File: config.mk
export PLATFORM = sky130hd
export DESIGN_NAME = updown_period_timer
export DESIGN_NICKNAME = d
export VERILOG_FILES = /design/src/rtl/updown_period_timer.sv
export SDC_FILE = /design/constraint.sdc
export NUM_CORES = 1
export LEC_CHECK = 0
export BUFFER_PORTS_ARGS = -buffer_cell sky130_fd_sc_hd__clkbuf_2
export CORE_MARGIN = 2
export CORE_UTILIZATION = 53
export CTS_BUF_LIST = sky130_fd_sc_hd__clkbuf_8
export CTS_CLUSTER_DIAMETER = 200
export CTS_CLUSTER_SIZE = 24
export DETAILED_ROUTE_END_ITERATION = 10
export GPL_ROUTABILITY_DRIVEN = 0
export PLACE_DENSITY = 0.73
export SLEW_MARGIN = 10
export SYNTH_ARGS = -nofsm -noshare
export SYNTH_HDL_FRONTEND = slang
export SYNTH_SLANG_ARGS = --single-unit
export TNS_END_PERCENT = 30
File: constraint.sdc
create_clock -name clk -period 5.2 [get_ports clk]
set_input_delay 1.04 -clock clk [delete_from_list [all_inputs] [get_ports clk]]
set_output_delay 1.04 -clock clk [all_outputs]
set_load 0.005 [all_outputs]
File: src/rtl/updown_period_timer.sv
module updown_period_timer #(
  parameter int W = 16
) (
  input  logic         clk,
  input  logic         rst,
  input  logic         timer_clk_level,
  input  logic         mode,
  input  logic         period_wr,
  input  logic [W-1:0] period_wdata,
  output logic [W-1:0] count,
  output logic         dir_down,
  output logic         zero_pulse
);

  localparam logic [W-1:0] ONE = W'(1);

  logic [2:0]   tsync;
  logic         level, tick, adopt;
  logic [W-1:0] period_q, pend_val, limit, nxt_count;
  logic         pend_valid, pend_hi, nxt_dir;

  assign level = tsync[1];
  assign tick  = tsync[1] & ~tsync[2];
  assign adopt = tick & pend_valid & pend_hi;
  assign limit = adopt ? pend_val : period_q;

  always_ff @(posedge clk) begin
    if (rst) tsync <= '0;
    else     tsync <= {tsync[1:0], timer_clk_level};
  end

  always_comb begin
    nxt_count = count;
    nxt_dir   = dir_down;
    if (limit == '0) begin
      nxt_count = '0;
      nxt_dir   = 1'b0;
    end else if (!mode) begin
      nxt_dir   = 1'b0;
      nxt_count = (count >= limit) ? '0 : count + ONE;
    end else if ((dir_down && count != '0) || count >= limit) begin
      nxt_count = count - ONE;
      nxt_dir   = (count != ONE);
    end else begin
      nxt_count = count + ONE;
      nxt_dir   = 1'b0;
    end
  end

  always_ff @(posedge clk) begin
    if (rst) begin
      count      <= '0;
      dir_down   <= 1'b0;
      zero_pulse <= 1'b0;
    end else if (tick) begin
      count      <= nxt_count;
      dir_down   <= nxt_dir;
      zero_pulse <= (nxt_count == '0) && (count != '0);
    end else begin
      zero_pulse <= 1'b0;
    end
  end

  always_ff @(posedge clk) begin
    if (rst) begin
      period_q   <= '0;
      pend_val   <= '0;
      pend_valid <= 1'b0;
      pend_hi    <= 1'b0;
    end else begin
      if (tick && pend_valid) begin
        if (pend_hi) begin
          period_q   <= pend_val;
          pend_valid <= 1'b0;
        end else begin
          pend_hi <= 1'b1;
        end
      end
      if (period_wr) begin
        if (period_wdata >= limit) begin
          period_q   <= period_wdata;
          pend_valid <= 1'b0;
        end else begin
          pend_val   <= period_wdata;
          pend_valid <= 1'b1;
          pend_hi    <= level;
        end
      end
    end
  end

endmodule

==> flow_summary.yaml, run 1 <==
detailed_routing:
  wl_per_cell_um: 16.7
  num_vias: 3732
  drc: 0
  ant_nets: 0
  drtIter0Drc: 256
  via_per_inst: 6.07
  totalWireLength_um: 10300
  first_pass_iters: 5
cts:
  clk_pin_slew_ns: 0.11
  root_buffer: "clkbuf_8"
  h-tree-depth: 2
  hold_buffers: 0
  cts_buffers: 5
  cts_resized: 0
  clk_path_buf_depth: 2
  cts_tree: "done"
  cts.sinks: 55
  clk_latency_ns: 0.31
  post-cts-setup-buffers: 0
synth:
  synth_nets: 547
  netlist_area_sq_um: 3980
  yosysWarningCount: 0
  ys_ff_latch: 55
  yosysTopAreaCell: "dfxtp_1"
  ys_types: 63
  synth_cells: 492
  yosysTopAreaCellShare_pct: 27.6
  avgSynthCellArea_sq_um: 8.09
  ys_seq_area_share_pct: 27.6
  async_flop_share_pct: 0
  netlist_top_cells_area: "dfxtp_1, ha_1, mux2i_1, a21oi_1, nand2_1"
  synth_edf_count: 0
  ys.flop_type: "dfxtp_1"
  synth.most_common_cell: "dfxtp_1"
  synth_common_cells: "dfxtp_1, nand2_1, a21oi_1"
placed_design:
  post-dp-hpwl_um: 7510
  placed_area_sq_um: 4160
  io_buffers: 38
floorplan:
  initial_core_util_pct: 54.9
  fp.dieW_um: 90.7
  die_h_um: 90.7
  rows: 31
  die-area_sq_um: 8220
  coreArea_sq_um: 7250
  pin_count: 39
sta:
  worst_pin_slew_ns: 0.866
  fmax_ghz: 0.263
  finalCritPeriodShare_pct: 73.2
  slew_viol_final: 0
  finalSetupTns_ns: 0
  grt_setup_unrepaired: "false"
  slew_headroom_pct: 42.3
  finalHoldWorstSlack_ns: 0.451
  fin_skew_ns: 0.00938
  final_hold_viol_count: 0
  finalSetupViolCount: 0
  min_period_ns: 3.81
run:
  cap_violations: 0
global_routing:
  antenna_found_initial: 0
  grt_pass1_vias: 3511
  grt.busiest_layer: "met2"
  grt_use_met3_pct: 3.09
  track_usage_pct: 25.5
  use_met2_pct: 41.7
  grt_max_degree: 56
  gr-usage-met1_pct: 36.0
  grt_pass1_wl_um: 17500
  grt.overflow.total: 0
pwr:
  intPower_w: 0.000686
  p_sw_share_pct: 36.1
  power.share.sequential_pct: 43.8
  p_leak_nw: 1.85
  p_per_area_nw_per_um2: 253
  power_switching_w: 0.000388
  clock_power_share_pct: 22.8
  combPwrFrac_pct: 33.4
  ir_drop_mv: 0.143
setup_path:
  cp.required_ns: 5.44
  crit_family: "compound AO/OA/AOI/OAI gates"
  critPathKind: "reg2reg"
  slowest_stage: "a311oi_1"
  crit_path_end_kind: "flip-flop"
  path_buf_inv: 2
  worstPathCellList: "nand4b_1 > buf_4 > mux2_2 > ha_1 > nand2b_1 > a21o_1 > a311oi_1 > a21oi_2 > o21ai_1 > buf_4 > mux2i_1 > and4_1 > nand4_1 > o22ai_1"
  crit_top_cell: "buf_4"
  slowest_delay_ns: 0.49
  worstPathArrival_ns: 4.05
  cp-start-kind: "flip-flop"
  crit_fanout: 22
final_layout:
  area_delta_synth_final_pct: 6.72
  design_area_sq_um: 4250
  layout-drive-gt1-share_pct: 13.4
  num_antenna_cells: 0
  nets: 570
outcome:
  status: "finished, final reports clean"
min_path:
  hold_class: "reg2reg"
## flip-flops by register name, indices dropped and copies added, names as in the netlist
register / count
pend_val: 16
pend_hi: 1
tsync: 3
dir_down: 1
zero_pulse: 1
period_q: 16
count: 16
pend_valid: 1
## power by group through the flow
stage	logic, W	registers [W]	clock network (W)
after floorplan	0.000278	0.000468	0
after global placement	0.000341	0.000478	0
after detailed placement	0.000350	0.000479	0
after CTS	0.000353	0.000469	0.000249
after global routing	0.000398	0.000474	0.000264
final	0.000358	0.000470	0.000245
## worst paths after layout
path	startpoint	end	slack [ns]	cells after the start
worst max register to register	tsync[2]	zero_pulse	1.39	14
worst min-delay path	tsync[0]	tsync[1]	0.45	1
worst max-delay path	tsync[2]	zero_pulse	1.39	14
worst min register to register	tsync[0]	tsync[1]	0.45	1
## cell usage in the layout (no fill, tap or decap), types with 4 or more instances in the layout
cell,count
dfxtp_1,55
clkbuf_2,38
nand2_1,51
or2_0,13
nor3_1,15
xor2_1,5
or3_1,5
nor2b_1,9
a21o_1,9
or2_2,4
o211ai_1,4
nand4_1,8
ha_1,34
nor2_1,45
nand2b_1,11
inv_1,11
nor4_1,9
o21ai_1,4
nand3_1,13
clkbuf_8,5
mux2i_1,39
o21ai_0,14
a21oi_1,47
xnor2_1,4
buf_4,4
## area by class of cell
| cell class | instances | area (sq um) |
|---|---|---|
| Clock buffer | 5 | 68.8 |
| Clock inverter | 3 | 21.3 |
| Fill cell | 685 | 3000 |
| Inverter | 10 | 37.5 |
| Multi-Input combinational cell | 401 | 2680 |
| Sequential cell | 55 | 1100 |
| Tap cell | 99 | 124 |
| Timing Repair Buffer | 42 | 220 |
## logic make-up (layout without fill, tap and decap cells)
logic type,count (synthesis),after routing,share of synthesized area [%]
buf+inv,36,60,5.12
xor+xnor,9,9,1.98
fa+ha+maj,35,35,10.9
mux,41,41,10.4
compound gates,111,111,17.8
simple gates,205,205,26.2
flops,55,55,27.6
## per-stage QoR
stage / utilization [%] / power (W) / cells / setup slack (ns)
2_1_floorplan: - / 0.000746 / 492 / 1.24
3_3_place_gp: 57.4 / 0.000820 / 607 / 1.51
3_5_place_dp: 57.4 / 0.000830 / 607 / 1.40
4_1_cts: 58.6 / 0.00107 / 615 / 1.40
5_1_grt: 58.6 / 0.00114 / 615 / 1.14
6_report: 58.6 / 0.00107 / 615 / 1.39
## routing by layer
layer,vias up,wire [um]
met5,-,0
met4,0,114
met3,11,562
met2,137,4750
met1,1754,4860
li1,1830,-
No activity file was read; power rests on OpenSTA's default activity.
==> run 2: changes to the inputs <==
==> constraint.sdc (replaced) <==
create_clock -name clk -period 3.9 [get_ports clk]
set_input_delay 0.78 -clock clk [delete_from_list [all_inputs] [get_ports clk]]
set_output_delay 0.78 -clock clk [all_outputs]
set_load 0.005 [all_outputs]
==> run 2 against run 1 <==
Net effect:
- power rose by 37%
- final cell count rose by 0.49%
- utilization rose by 0.48 points
- clock-buffer cell count did not move
- register-to-register slack got worse by 1.2 ns
- worst hold slack improved by 0.023 ns
- sequential power rose by 34%
- clock power rose by 45%
- critical path depth did not move
- die area did not move
- largest power group unchanged
==> flow_summary.yaml, run 2 (synthesis results as in run 1) <==
outcome:
  status: "finished, final reports clean"
cts:
  post-cts-setup-buffers: 0
  clk_path_buf_depth: 2
  clk_latency_ns: 0.33
  cts.sinks: 55
  cts_buffers: 5
  cts_tree: "done"
  root_buffer: "clkbuf_8"
  hold_buffers: 0
  clk_pin_slew_ns: 0.11
  h-tree-depth: 2
final_layout:
  seq_area_sq_um: 1100
  top_regs: "count x16, pend_val x16, period_q x16"
  fillers: 672
  mostFrequentLayoutCell: "dfxtp_1"
  area_delta_synth_final_pct: 7.60
  final_util_pct: 59.1
  layout-drive-gt1-share_pct: 14.5
  multi_input_area_sq_um: 2680
  layout_common_cells: "dfxtp_1, nand2_1, a21oi_1"
  num_antenna_cells: 0
  nets: 573
floorplan:
  die-area_sq_um: 8220
  fp.dieW_um: 90.7
  rows: 31
  die_h_um: 90.7
  initial_core_util_pct: 54.9
  pin_count: 39
  coreArea_sq_um: 7250
sta:
  fmax_ghz: 0.270
  final_hold_viol_count: 0
  slew_viol_final: 0
  fin_skew_ns: 0.0117
  finalSetupTns_ns: 0
  grt_setup_unrepaired: "false"
  layout_setup_ws_ns: 0.193
  worst_pin_slew_ns: 1.00
  finalSetupViolCount: 0
  finalCritPeriodShare_pct: 95.0
  min_period_ns: 3.71
  slew_headroom_pct: 33.0
setup_path:
  path_buf_inv: 2
  slowest_delay_ns: 0.40
  cp.required_ns: 4.15
  cp-start-kind: "flip-flop"
  crit_family: "compound AO/OA/AOI/OAI gates"
  crit_fanout: 19
  r2r-end: "pend_hi"
  slowest_stage: "dfxtp_1"
  crit_cells: 14
  worstPathArrival_ns: 3.96
  r2r_start: "tsync[1]"
  reg2reg_slack_ns: 0.19
  crit_top_cell: "a21o_1"
  reg2regPathDepth: 14
  critPathKind: "reg2reg"
  worstPathCellList: "nand4b_1 > buf_4 > mux2i_1 > ha_1 > a21o_1 > a21o_1 > a21o_1 > a21o_1 > a211o_1 > a221oi_2 > buf_4 > nand2_2 > a21bo_2 > a21oi_1"
  crit_path_end_kind: "flip-flop"
detailed_routing:
  num_vias: 3738
  drtIter0Drc: 214
  dr_wl_met2_um: 4690
  drc: 0
  top_layer: "met4"
  met1_length_um: 4920
  totalWireLength_um: 10500
  first_pass_iters: 5
  via_per_inst: 6.05
  routed-wl-met3_um: 698
  wl_per_cell_um: 16.9
  ant_nets: 0
global_routing:
  track_usage_pct: 25.5
  antenna_found_initial: 0
  grt_pass1_wl_um: 17300
  grt_max_degree: 55
  grt_pass1_vias: 3369
  grt.overflow.total: 0
run:
  cap_violations: 0
placed_design:
  pre_cts_ws_ns: 0.271
  post-dp-hpwl_um: 7540
  io_buffers: 38
min_path:
  hold_class: "reg2reg"
  holdPathStages: 1
  hold_start: "tsync[0]"
  holdPathEnd: "tsync[1]"
pwr:
  p_per_area_nw_per_um2: 342
  ir_drop_mv: 0.157
  p_leak_nw: 1.85
-- run 2: area by class of cell --
type                       count  area share (%)
clock inverter                 3           0.642
sequential                    55            25.7
multi-input combinational    401            62.6
clock buffer                   5            1.61
inverter                      10           0.876
tap                           99            2.89
timing repair buffer          45            5.66
-- run 2: where the power goes --
| part | switching, W | internal [W] |
|---|---|---|
| combinational | 0.000288 | 0.000196 |
| sequential | 0.0000355 | 0.000592 |
| clock | 0.000221 | 0.000134 |
-- run 2: worst max-delay path by stage --
| stage | start | to | slack, ns |
|---|---|---|---|
| global route | tsync[1] | period_q[1] | 0.01 |
| floorplan | tsync[2] | pend_val[10] | 0.09 |
| detailed placement | tsync[1] | pend_hi | 0.27 |
| CTS | tsync[1] | pend_hi | 0.25 |
| global placement | tsync[2] | count[13] | 0.40 |
| finish | tsync[1] | pend_hi | 0.19 |
-- run 2: what timing repair did --
action,CTS,global route
hold endpoints to repair,0,0
resized for setup,0,2
endpoints found under the setup margin,0,9
-- run 2: through the flow --
step / hold WS, ns / area (sq um) / instances / power [W]
after floorplan: 0.414 / 3980 / 492 / 0.000994
after global placement: 0.450 / 4180 / 610 / 0.00110
after detailed placement: 0.456 / 4180 / 610 / 0.00111
after CTS: 0.472 / 4280 / 618 / 0.00147
after global routing: 0.493 / 4290 / 618 / 0.00155
final: 0.475 / 4290 / 618 / 0.00147
-- run 2: per-layer routing --
metal / track usage, % / vias to the layer above
li1: - / 1830
met1: 37.7 / 1762
met2: 38.9 / 131
met3: 3.92 / 15
met4: 6.15 / 0
met5: 0 / -
-- run 2: worst register-to-register path: stages, from the launching register on --
cell	delay [ns]
dfxtp_1	0.40
nand4b_1	0.20
buf_4	0.24
mux2i_1	0.31
ha_1	0.31
a21o_1	0.16
a21o_1	0.17
a21o_1	0.16
a21o_1	0.17
a211o_1	0.29
a221oi_2	0.26
buf_4	0.18
nand2_2	0.33
a21bo_2	0.33
a21oi_1	0.13
==> run 3: changes to the inputs <==
--- a/config.mk
+++ b/config.mk
@@ -6,7 +6,7 @@
 export NUM_CORES = 1
 export LEC_CHECK = 0
 export BUFFER_PORTS_ARGS = -buffer_cell sky130_fd_sc_hd__clkbuf_2
-export CORE_MARGIN = 2
+export CORE_MARGIN = 1
 export CORE_UTILIZATION = 53
 export CTS_BUF_LIST = sky130_fd_sc_hd__clkbuf_8
 export CTS_CLUSTER_DIAMETER = 200
==> run 3 against run 2 <==
Net effect:
- wire length decreased by 2.7%
- maximum frequency is 0.61% higher
- register-to-register slack improved by 0.02 ns
- largest power group unchanged
- highest routed layer unchanged
==> flow_summary.yaml, run 3 (synthesis results as in run 1) <==
pwr:
  p_per_area_nw_per_um2: 339
  p_leak_nw: 1.86
  ir_drop_mv: 0.162
global_routing:
  grt_pass1_vias: 3413
  grt_use_met3_pct: 3.92
  grt.busiest_layer: "met2"
  gr-usage-met1_pct: 37.5
  grt.overflow.total: 0
  track_usage_pct: 27.2
  use_met2_pct: 44.3
  antenna_found_initial: 0
  grt_max_degree: 55
  grt_pass1_wl_um: 16700
floorplan:
  initial_core_util_pct: 54.9
  die_h_um: 88.7
  coreArea_sq_um: 7250
  pin_count: 39
  rows: 31
  fp.dieW_um: 88.7
  die-area_sq_um: 7870
sta:
  finalSetupViolCount: 0
  min_period_ns: 3.68
  final_hold_viol_count: 0
  slew_viol_final: 0
  fin_skew_ns: 0.00876
  worst_pin_slew_ns: 0.835
  finalCritPeriodShare_pct: 94.5
  slew_headroom_pct: 43.8
  fmax_ghz: 0.271
  grt_setup_unrepaired: "true"
setup_path:
  crit_fanout: 17
  worstPathCellList: "nand4b_1 > buf_4 > mux2_2 > ha_1 > nand2b_1 > a21o_1 > maj3_1 > a21oi_1 > o21ai_1 > a221oi_2 > nor2b_2 > buf_4 > or2_0 > a21oi_1"
  cp.required_ns: 4.15
  cp-start-kind: "flip-flop"
  crit_path_end_kind: "flip-flop"
  crit_family: "compound AO/OA/AOI/OAI gates"
  slowest_stage: "mux2_2"
  worstPathArrival_ns: 3.93
  critPathKind: "reg2reg"
  path_buf_inv: 2
  slowest_delay_ns: 0.41
final_layout:
  layout-drive-gt1-share_pct: 14.5
  nets: 572
  fillers: 669
  final_util_pct: 59.0
  layout_common_cells: "dfxtp_1, nand2_1, a21oi_1"
  num_antenna_cells: 0
  fin_cells: 617
  top_regs: "count x16, pend_val x16, period_q x16"
  area_delta_synth_final_pct: 7.48
  mostFrequentLayoutCell: "dfxtp_1"
detailed_routing:
  via_per_inst: 6.03
  wl_per_cell_um: 16.5
  num_vias: 3720
  drtIter0Drc: 254
  totalWireLength_um: 10200
  ant_nets: 0
  drc: 0
  first_pass_iters: 5
cts:
  clk_latency_ns: 0.32
  h-tree-depth: 2
  clk_pin_slew_ns: 0.11
  cts.sinks: 55
  cts_tree: "done"
  post-cts-setup-buffers: 0
  cts_resized: 0
  clk_path_buf_depth: 2
  hold_buffers: 0
  root_buffer: "clkbuf_8"
  cts_buffers: 5
placed_design:
  dp.cells: 609
  post-dp-hpwl_um: 7390
  io_buffers: 38
min_path:
  hold_class: "reg2reg"
outcome:
  status: "finished, final reports clean"
run:
  cap_violations: 0
## run 3: changes by cell type in the layout (fill, tap and decap cells not counted), sizes merged
cell / previous run / this run
clkinvlp: 1 / 0
buf: 7 / 6
clkinv: 0 / 1
## run 3: cell type report
cell class / instances / area [sq um] / area share [%]
Sequential cell: 55 / 1100 / 25.7
Tap cell: 99 / 124 / 2.89
Inverter: 10 / 37.5 / 0.877
Multi-Input combinational cell: 401 / 2690 / 62.9
Timing Repair Buffer: 44 / 235 / 5.50
Clock buffer: 5 / 68.8 / 1.61
Clock inverter: 3 / 22.5 / 0.526
## run 3: through the flow
stage | setup slack (ns) | power, W | hold WS, ns | setup TNS, ns | area [sq um]
CTS | 0.126 | 0.00145 | 0.481 | 0 | 4270
global placement | 0.245 | 0.00110 | 0.443 | 0 | 4180
global route | -0.0161 | 0.00153 | 0.494 | -0.0216 | 4280
floorplan | 0.0935 | 0.000994 | 0.414 | 0 | 3980
detailed placement | 0.160 | 0.00111 | 0.458 | 0 | 4180
finish | 0.216 | 0.00145 | 0.482 | 0 | 4280
## run 3: worst paths after layout
check	end	slack (ns)	cells past startpoint	from
worst min-delay path	tsync[1]	0.48	1	tsync[0]
worst max register to register	period_q[1]	0.22	14	tsync[2]
worst min register to register	tsync[1]	0.48	1	tsync[0]
worst max-delay path	period_q[1]	0.22	14	tsync[2]
## run 3: per-layer routing
metal | up-vias | wire length, um
li1 | 1827 | -
met3 | 17 | 578
met2 | 140 | 4570
met4 | 0 | 167
met1 | 1736 | 4860
met5 | - | 0
## run 3: where the power goes
group	switching, W	internal, W
logic	0.000284	0.000197
clock network	0.000209	0.000131
registers	0.0000357	0.000592
